$ cat src/rtl/irq_agg_pkg.sv
package irq_agg_pkg;
  localparam int REG_W  = 32;
  localparam int ADDR_W = 3;

  localparam logic [ADDR_W-1:0] A_FLAGS = 3'd0;
  localparam logic [ADDR_W-1:0] A_SET   = 3'd1;
  localparam logic [ADDR_W-1:0] A_CLR   = 3'd2;
  localparam logic [ADDR_W-1:0] A_MASK  = 3'd3;
  localparam logic [ADDR_W-1:0] A_PCTL  = 3'd4;

  // bit positions inside the pending-control word
  localparam int PB_SET  = 0;
  localparam int PB_CLR  = 1;
  localparam int PB_ESET = 2;
  localparam int PB_ECLR = 3;
endpackage

$ cat src/rtl/irq_flag_cell.sv
module irq_flag_cell (
  input  logic clk,
  input  logic rst,
  input  logic hw_set,
  input  logic sw_set,
  input  logic sw_clr,
  input  logic mask_wr,
  input  logic mask_val,
  output logic flag_q,
  output logic mask_q,
  output logic req
);
  always_ff @(posedge clk) begin
    if (rst) begin
      flag_q <= 1'b0;
      mask_q <= 1'b0;
    end else begin
      // hardware set has priority over software clear
      flag_q <= hw_set | sw_set | (flag_q & ~sw_clr);
      if (mask_wr) mask_q <= mask_val;
    end
  end

  assign req = flag_q & mask_q;

  AST_HW_SET_WINS: assert property (@(posedge clk) disable iff (rst)
    hw_set |=> flag_q);

  AST_FLAG_HOLD: assert property (@(posedge clk) disable iff (rst)
    (flag_q && !sw_clr) |=> flag_q);

  AST_CLR_TAKES: assert property (@(posedge clk) disable iff (rst)
    (sw_clr && !hw_set && !sw_set) |=> !flag_q);
endmodule

$ cat src/rtl/irq_pend_stage.sv
module irq_pend_stage (
  input  logic clk,
  input  logic rst,
  input  logic req_in,
  input  logic pend_set,
  input  logic pend_clr,
  input  logic en_set,
  input  logic en_clr,
  output logic pend_q,
  output logic en_q,
  output logic core_irq
);
  always_ff @(posedge clk) begin
    if (rst) begin
      pend_q <= 1'b0;
      en_q   <= 1'b0;
    end else begin
      if (pend_clr) pend_q <= 1'b0;
      else          pend_q <= pend_q | req_in | pend_set;
      if (en_clr)   en_q <= 1'b0;
      else if (en_set) en_q <= 1'b1;
    end
  end

  assign core_irq = pend_q & en_q;

  AST_PEND_FROM_REQ: assert property (@(posedge clk) disable iff (rst)
    (req_in && !pend_clr) |=> pend_q);

  AST_PEND_CLR_WINS: assert property (@(posedge clk) disable iff (rst)
    pend_clr |=> !pend_q);

  AST_EN_CLR_WINS: assert property (@(posedge clk) disable iff (rst)
    en_clr |=> !en_q);
endmodule

$ cat src/rtl/irq_aggregator.sv
module irq_aggregator #(
  parameter int N_SRC = 8
) (
  input  logic                              clk,
  input  logic                              rst,
  input  logic [N_SRC-1:0]                  src_evt,
  input  logic                              reg_wr,
  input  logic                              reg_rd,
  input  logic [irq_agg_pkg::ADDR_W-1:0]    reg_addr,
  input  logic [irq_agg_pkg::REG_W-1:0]     reg_wdata,
  output logic [irq_agg_pkg::REG_W-1:0]     reg_rdata,
  output logic                              per_irq,
  output logic                              core_irq
);
  import irq_agg_pkg::*;

  localparam int PAD_W = REG_W - N_SRC;

  logic [N_SRC-1:0] flags, masks, reqs;
  logic wr_set, wr_clr, wr_mask, wr_pctl;
  logic pend_q, en_q;

  assign wr_set  = reg_wr && (reg_addr == A_SET);
  assign wr_clr  = reg_wr && (reg_addr == A_CLR);
  assign wr_mask = reg_wr && (reg_addr == A_MASK);
  assign wr_pctl = reg_wr && (reg_addr == A_PCTL);

  for (genvar i = 0; i < N_SRC; i++) begin : g_flag
    irq_flag_cell u_cell (
      .clk     (clk),
      .rst     (rst),
      .hw_set  (src_evt[i]),
      .sw_set  (wr_set & reg_wdata[i]),
      .sw_clr  (wr_clr & reg_wdata[i]),
      .mask_wr (wr_mask),
      .mask_val(reg_wdata[i]),
      .flag_q  (flags[i]),
      .mask_q  (masks[i]),
      .req     (reqs[i])
    );
  end

  assign per_irq = |reqs;

  irq_pend_stage u_pend (
    .clk     (clk),
    .rst     (rst),
    .req_in  (per_irq),
    .pend_set(wr_pctl & reg_wdata[PB_SET]),
    .pend_clr(wr_pctl & reg_wdata[PB_CLR]),
    .en_set  (wr_pctl & reg_wdata[PB_ESET]),
    .en_clr  (wr_pctl & reg_wdata[PB_ECLR]),
    .pend_q  (pend_q),
    .en_q    (en_q),
    .core_irq(core_irq)
  );

  function automatic logic [REG_W-1:0] widen(input logic [N_SRC-1:0] v);
    logic [REG_W-1:0] r;
    r = '0;
    r[N_SRC-1:0] = v;
    return r;
  endfunction

  always_ff @(posedge clk) begin
    if (rst) begin
      reg_rdata <= '0;
    end else if (reg_rd) begin
      case (reg_addr)
        A_FLAGS: reg_rdata <= widen(flags);
        A_MASK:  reg_rdata <= widen(masks);
        A_PCTL:  reg_rdata <= {{(REG_W-2){1'b0}}, en_q, pend_q};
        default: reg_rdata <= '0;
      endcase
    end
  end

  AST_IRQ_NEEDS_MASK: assert property (@(posedge clk) disable iff (rst)
    (masks == '0) |-> !per_irq);

  AST_RDATA_PAD: assert property (@(posedge clk) disable iff (rst)
    (PAD_W == 0) || (reg_rdata >> N_SRC) == '0 || $past(reg_addr) == A_PCTL);
endmodule

$ cat config.mk
export PLATFORM = sky130hd
export DESIGN_NAME = irq_aggregator
export DESIGN_NICKNAME = d
export VERILOG_FILES = /design/src/rtl/irq_agg_pkg.sv /design/src/rtl/irq_flag_cell.sv /design/src/rtl/irq_pend_stage.sv /design/src/rtl/irq_aggregator.sv
export SDC_FILE = /design/constraint.sdc
export NUM_CORES = 1
export LEC_CHECK = 0
export BUFFER_PORTS_ARGS = -buffer_cell sky130_fd_sc_hd__buf_4
export CAP_MARGIN = 20
export CORE_ASPECT_RATIO = 0.5
export CORE_UTILIZATION = 45
export CTS_BUF_LIST = sky130_fd_sc_hd__clkbuf_8
export CTS_CLUSTER_SIZE = 30
export DETAILED_ROUTE_END_ITERATION = 10
export HOLD_SLACK_MARGIN = 0.05
export PLACE_DENSITY_LB_ADDON = 0.25
export SLEW_MARGIN = 20
export SYNTH_ARGS = -nofsm -noshare
export SYNTH_HDL_FRONTEND = slang
export SYNTH_SLANG_ARGS = --single-unit
$ cat constraint.sdc
create_clock -name clk -period 1.25 [get_ports clk]
set_input_delay 0.125 -clock clk [delete_from_list [all_inputs] [get_ports clk]]
set_output_delay 0.125 -clock clk [all_outputs]
set_load 0.1 [all_outputs]
==> results of run 1 <==
-- worst register-to-register path, cell delays in order (launching register included) --
cell,delay (ns)
dfxtp_2,0.37
or3b_1,0.35
a21o_1,0.20
a211oi_2,0.17
-- cell usage after synthesis --
master | instances | area [um^2]
and3_1 | 6 | 37.5
o31ai_1 | 1 | 7.51
o21ai_0 | 14 | 70.1
a31oi_1 | 2 | 12.5
nor3b_1 | 6 | 45.0
nand4_1 | 1 | 6.26
and4b_1 | 1 | 10.0
o21a_1 | 1 | 7.51
nor4bb_1 | 1 | 10.0
a211oi_1 | 2 | 15.0
and2_1 | 1 | 6.26
buf_2 | 3 | 15.0
conb_1 | 1 | 3.75
buf_4 | 27 | 203
nor2b_1 | 1 | 6.26
nand2_1 | 22 | 82.6
buf_6 | 1 | 11.3
nand4bb_1 | 1 | 11.3
a22oi_1 | 4 | 30.0
nand4b_2 | 1 | 15.0
nor2_1 | 3 | 11.3
dfxtp_1 | 26 | 521
clkinv_1 | 1 | 3.75
and4bb_2 | 1 | 12.5
a21oi_1 | 32 | 160
or3b_1 | 2 | 17.5
and3b_1 | 1 | 8.76
a211oi_2 | 1 | 12.5
buf_1 | 1 | 3.75
clkbuf_1 | 2 | 7.51
a21o_1 | 3 | 22.5
nand3_1 | 2 | 10.0
inv_1 | 9 | 33.8
-- state kept, by name (all words and copies together), names as in the netlist --
| register | count |
|---|---|
| g_flag.u_cell.flag_q | 8 |
| g_flag.u_cell.mask_q | 8 |
| reg_rdata | 8 |
| u_pend.en_q | 1 |
| u_pend.pend_q | 1 |
-- power breakdown --
group / total, mW / internal [mW] / leakage [nW] / switching (mW)
sequential: 0.893 / 0.864 / 0.216 / 0.0293
combinational: 0.615 / 0.131 / 0.539 / 0.484
clock: 0.704 / 0.430 / 0.0357 / 0.275
-- area by class of cell --
class | count | area share
sequential | 26 | 0.299
inverter | 10 | 0.0211
clock inverter | 1 | 0.0169
clock buffer | 3 | 0.0232
tap | 40 | 0.0282
timing repair buffer | 44 | 0.194
multi-input combinational | 134 | 0.418
-- cells by family after synthesis --
group           count (synthesis)
compound gates                 60
buf+inv                        44
flops                          26
simple gates                   50
other cells                     1
-- metrics by stage --
stage	util	setup WS (ns)	setup TNS (ns)
after CTS	0.584	-0.0762	-0.0762
after global routing	0.590	-0.138	-0.138
after floorplan	-	-0.751	-1.03
after detailed placement	0.541	0.0899	0
after global placement	0.541	0.101	0
final	0.590	-0.0747	-0.0747
-- timing repair --
action | in CTS | in global routing
gates resized for setup | 9 | 5
endpoints found under the setup margin | 1 | 4
endpoints found under the hold margin | 1 | 0
setup buffers | 3 | 0
hold buffers | 1 | 0
pin swaps | 3 | 1
-- final timing paths --
check,start,endpoint,slack (ns),depth (start not counted)
hold / removal,src_evt[1],g_flag[1].u_cell.flag_q$_SDFF_PP0_,0.08,3
setup / recovery,g_flag[2].u_cell.flag_q$_SDFF_PP0_,per_irq,-0.07,3
hold reg to reg,reg_rdata[3]$_SDFFE_PP0P_,reg_rdata[3]$_SDFFE_PP0P_,0.47,2
setup reg to reg,g_flag[1].u_cell.flag_q$_SDFF_PP0_,reg_rdata[1]$_SDFFE_PP0P_,0.09,3
-- routing by layer --
layer  part of all wire  GRT usage  routed length (um)
met1               0.50      0.286                1580
met2               0.40      0.273                1270
met3              0.081     0.0484                 257
met4              0.016     0.0842                  52
met5                  0          0                   0
==> results.toml, run 1 <==
[timing]
setup_viol = 1
drv_slew = 0
rsz0062_at_grt = "true"
setup_ws_ns = -0.0747
fin_worst_hold_slack_ns = 0.0789
max_freq_mhz = 755
clock_skew_ns = 0.00413
period_share = 1.06
fin_crit_ns = 1.32
finalHoldViolations = 0

[global_route]
track_usage = 0.197
grt_overflow_total = 0
grt_max_degree = 26
grt_pass1_vias = 1051
antenna_found_initial = 0
grt_pass1_wl_um = 4930

[yosys]
ys_ff_latch = 26
synth_top_family_by_area = "compound AO/OA/AOI/OAI gates"
synthAdderAreaFrac = 0
syn_inst = 181
yosys.area_share.simple = 0.203
syn_area_mm2 = 0.00143
synth.yosys.seq_area_share = 0.364
synth_cell_types = 33
synth_area_per_cell_um2 = 7.90
yosysWarnings = 0
synthMuxAreaShare = 0
synth_xor_area_frac = 0
synth-compound-area-share = 0.236

[route]
num_vias = 1263
wl_um = 3160
wl_per_cell_um = 12.2
drtIter0Drc = 100
drc = 0
firstDrtPassIters = 4
viasPerCell = 4.90
ant_nets = 0

[clock_tree]
clk_latency_ns = 0.28
cts_root_buffer = "clkbuf_8"
clk_pin_slew_ns = 0.09
cts_buffer_depth = 2
cts_sinks = 26
numCtsBuffers = 3
htree_levels = 1
cts_tree = "yes"

[die]
start_util = 0.475
die-width_um = 81.7
core.rowCount = 14
die_y_um = 41.9
core-area_mm2 = 0.00301
pin_count = 81
dieArea_mm2 = 0.00342

[power]
powerDensity_mw_per_mm2 = 1250
total_power_mw = 2.21
ir_drop_mv = 0.680
leakage_nw = 0.791

[status]
violations = "negative setup slack"
status = "finished, violations left"

[flow_run]
cap_viol_max_count = 0

[place]
routabilityCongestion = 0.798
place_area_mm2 = 0.00163
portBuffers = 32
place_inst = 250
hpwl_um = 2300

[layout]
area_growth_pct = 24.2
nFillCells = 295
layout-drive-gt1-share = 0.289
antenna_cells = 0
seqCellArea_um2 = 531
final_nets = 266
final_common_cell = "buf_4"
multi_input_area_um2 = 743
fin_area_mm2 = 0.00178
fin_cells = 258
final_cell_mix = "buf_4 (41), a21oi_1 (32), conb_1 (24), nand2_1 (22), dfxtp_1 (18)"

[setup_path]
crit_fanout = 2
worstPathCellList = "a22oi_2 > nand4_1 > buf_8"
cp.arrival_ns = 1.20
crit_path_end_kind = "output port"
cp_slowest_cell = "dfxtp_1"
max_stage_delay_ns = 0.33
critPathTopFamily = "flip-flops"
cp-start-kind = "flip-flop"
worst-path-buf-inv = 1
required_ns = 1.12
crit_type = "flip-flop to output port"

[min_path]
hp-class = "primary input to flip-flop"
Note: power is estimated with default switching activity, not from simulation.
==> run 2, diff against run 1 <==
Settings changed: CORE_UTILIZATION 45 to 46, SETUP_SLACK_MARGIN set to 0.05, SYNTH_HIERARCHICAL set to 1.
==> results.toml, run 2 <==
[clock_tree]
cts_buffer_depth = 2
numCtsBuffers = 3
cts_sinks = 26
cts_root_buffer = "clkbuf_8"
htree_levels = 1
clk_pin_slew_ns = 0.09
clk_latency_ns = 0.27
cts_tree = "yes"
postCtsHoldBufs = 0

[timing]
setup_viol = 2
period_share = 1.17
fin_crit_ns = 1.46
setup_ws_ns = -0.210
drv_slew = 0
clock_skew_ns = 0.000532
max_freq_mhz = 685
finalHoldViolations = 0
rsz0062_at_grt = "true"

[yosys]
syn_area_mm2 = 0.00145
syn_inst = 166
synth_ff_type = "dfxtp_1"
synth-edff-count = 0
ys_ff_latch = 26
synth_top_cell_by_area = "dfxtp_1"
yosys-top-cells-area = "dfxtp_1 (36%), buf_4 (13%), and2_1 (12%)"
yosysWarnings = 6
synth_area_per_cell_um2 = 8.75
synth.cells.most_frequent = "and2_1 (29), dfxtp_1 (26), buf_4 (25)"
synth_cell_types = 25
synth.top_cell.area_share = 0.358
synth.yosys.seq_area_share = 0.358
yosys.cell_count.top_type = "and2_1"
async_flop_share = 0

[route]
wl_um = 3120
drc = 0
viasPerCell = 4.80
drt-met1-wl_um = 1540
routed-wl-met2_um = 1330
drtIter0Drc = 74
top_layer = "met4"
wl_met3_um = 233
num_vias = 1175
ant_nets = 0
wl_per_cell_um = 12.7
firstDrtPassIters = 4

[place]
hpwl_um = 2330
place_area_mm2 = 0.00174
routabilityCongestion = 0.787
portBuffers = 32

[die]
dieArea_mm2 = 0.00340
pin_count = 81
core.rowCount = 13
die-width_um = 81.5
die_y_um = 41.7
start_util = 0.522
core-area_mm2 = 0.00278

[global_route]
grt_max_degree = 16
antenna_found_initial = 0
track_usage = 0.195
grt_pass1_wl_um = 4890
grt_overflow_total = 0
grt_pass1_vias = 1014

[min_path]
hp-start = "src_evt[1]"
hp-class = "primary input to flip-flop"

[setup_path]
cp-start-kind = "flip-flop"
crit_path_end_kind = "output port"
cp.arrival_ns = 1.34
crit_start = "g_flag[5].u_cell/mask_q$_SDFFE_PP0P_"
critPathTopFamily = "simple AND/OR/NAND/NOR gates"
crit_type = "flip-flop to output port"
crit-reg2reg-launch = "g_flag[5].u_cell/mask_q$_SDFFE_PP0P_"
worstPathCellList = "and2_4 > nor4_4 > nand2_4 > buf_12"
worst-path-buf-inv = 1
max_stage_delay_ns = 0.33
cp_slowest_cell = "dfxtp_2"
crit_fanout = 2
required_ns = 1.12

[layout]
area_growth_pct = 27.1
fin_area_mm2 = 0.00185
antenna_cells = 0
final_cell_mix = "buf_4 (42), and2_1 (24), conb_1 (24), nor2_1 (19)"
final_common_cell = "buf_4"
layout-drive-gt1-share = 0.365
final_nets = 256
nFillCells = 241
reg_top3 = "g_flag.u_cell/flag_q: 8 flops, g_flag.u_cell/mask_q: 8 flops, reg_rdata: 8 flops"

[power]
powerDensity_mw_per_mm2 = 1100
total_power_mw = 2.04
leakage_nw = 0.818
ir_drop_mv = 0.576

[status]
status = "finished, violations left"
violations = "negative setup slack"

[flow_run]
cap_viol_max_count = 0
run 2: cell types whose count changed after synthesis, sizes merged, moves of 4 or more:
| cell | delta |
|---|---|
| and2 | +29 |
| nand2b | +9 |
| nor2 | +16 |
| and3 | -5 |
| buf | -4 |
| o21ai | -14 |
| nor4 | +4 |
| nand2 | -21 |
| a21oi | -24 |
| o32ai | +6 |
| mux2i | +10 |
| nor3b | -5 |
run 2: power breakdown:
group | total, mW | internal [mW] | switching (mW) | leakage (nW)
combinational | 0.608 | 0.141 | 0.467 | 0.571
clock | 0.548 | 0.282 | 0.266 | 0.0288
sequential | 0.880 | 0.861 | 0.0185 | 0.219
run 2: layout make-up:
| cell class | instances | area [um^2] | area share |
|---|---|---|---|
| multi-input cells | 128 | 831 | 0.450 |
| well taps | 37 | 46.3 | 0.0251 |
| repair buffers | 44 | 355 | 0.192 |
| clock buffers | 4 | 55.1 | 0.0298 |
| inverters | 6 | 22.5 | 0.0122 |
| flip-flops and latches | 26 | 537 | 0.291 |
run 2: worst register-to-register path: cells and delay by family (launching register included):
| kind | cells | cell delay [ns] |
|---|---|---|
| and+or+nand+nor | 5 | 0.70 |
| DFF | 1 | 0.33 |
| buffers and inverters | 1 | 0.15 |
run 2: cells by family after synthesis:
group	Yosys count	synth area share
other cells	1	0.00258
simple gates	72	0.295
buf+inv	35	0.167
mux	10	0.0689
flops	26	0.358
compound gates	22	0.109
run 2: final timing paths:
kind,depth (start not counted),slack (ns),end
hold / removal,3,0.09,g_flag[1].u_cell/flag_q$_SDFF_PP0_
setup reg to reg,6,-0.03,u_pend/pend_q$_SDFF_PP0_
setup / recovery,4,-0.21,per_irq
hold reg to reg,2,0.48,reg_rdata[2]$_SDFFE_PP0P_
run 2: timing repair:
| action | in CTS | in global routing |
|---|---|---|
| gates resized for setup | 8 | 8 |
| pin swaps | 3 | 2 |
| buffers inserted | 1 | 0 |
| setup endpoints to repair | 2 | 3 |
run 2: metrics by stage:
stage	setup WS (ns)	hold slack, ns	setup TNS, ns	cells	util
5_1_grt	-0.288	0.0996	-0.395	245	0.664
3_5_place_dp	0.00523	0.370	0	240	0.626
3_3_place_gp	0.00664	0.360	0	240	0.626
4_1_cts	-0.226	0.0798	-0.268	245	0.657
2_1_floorplan	-0.0962	0.194	-0.0962	189	-
6_report	-0.210	0.0880	-0.239	245	0.664
run 2: layer usage:
layer	vias to the layer above	global-route usage
li1	599	-
met5	-	0
met2	51	0.290
met1	522	0.278
met4	0	0.0429
met3	3	0.0527
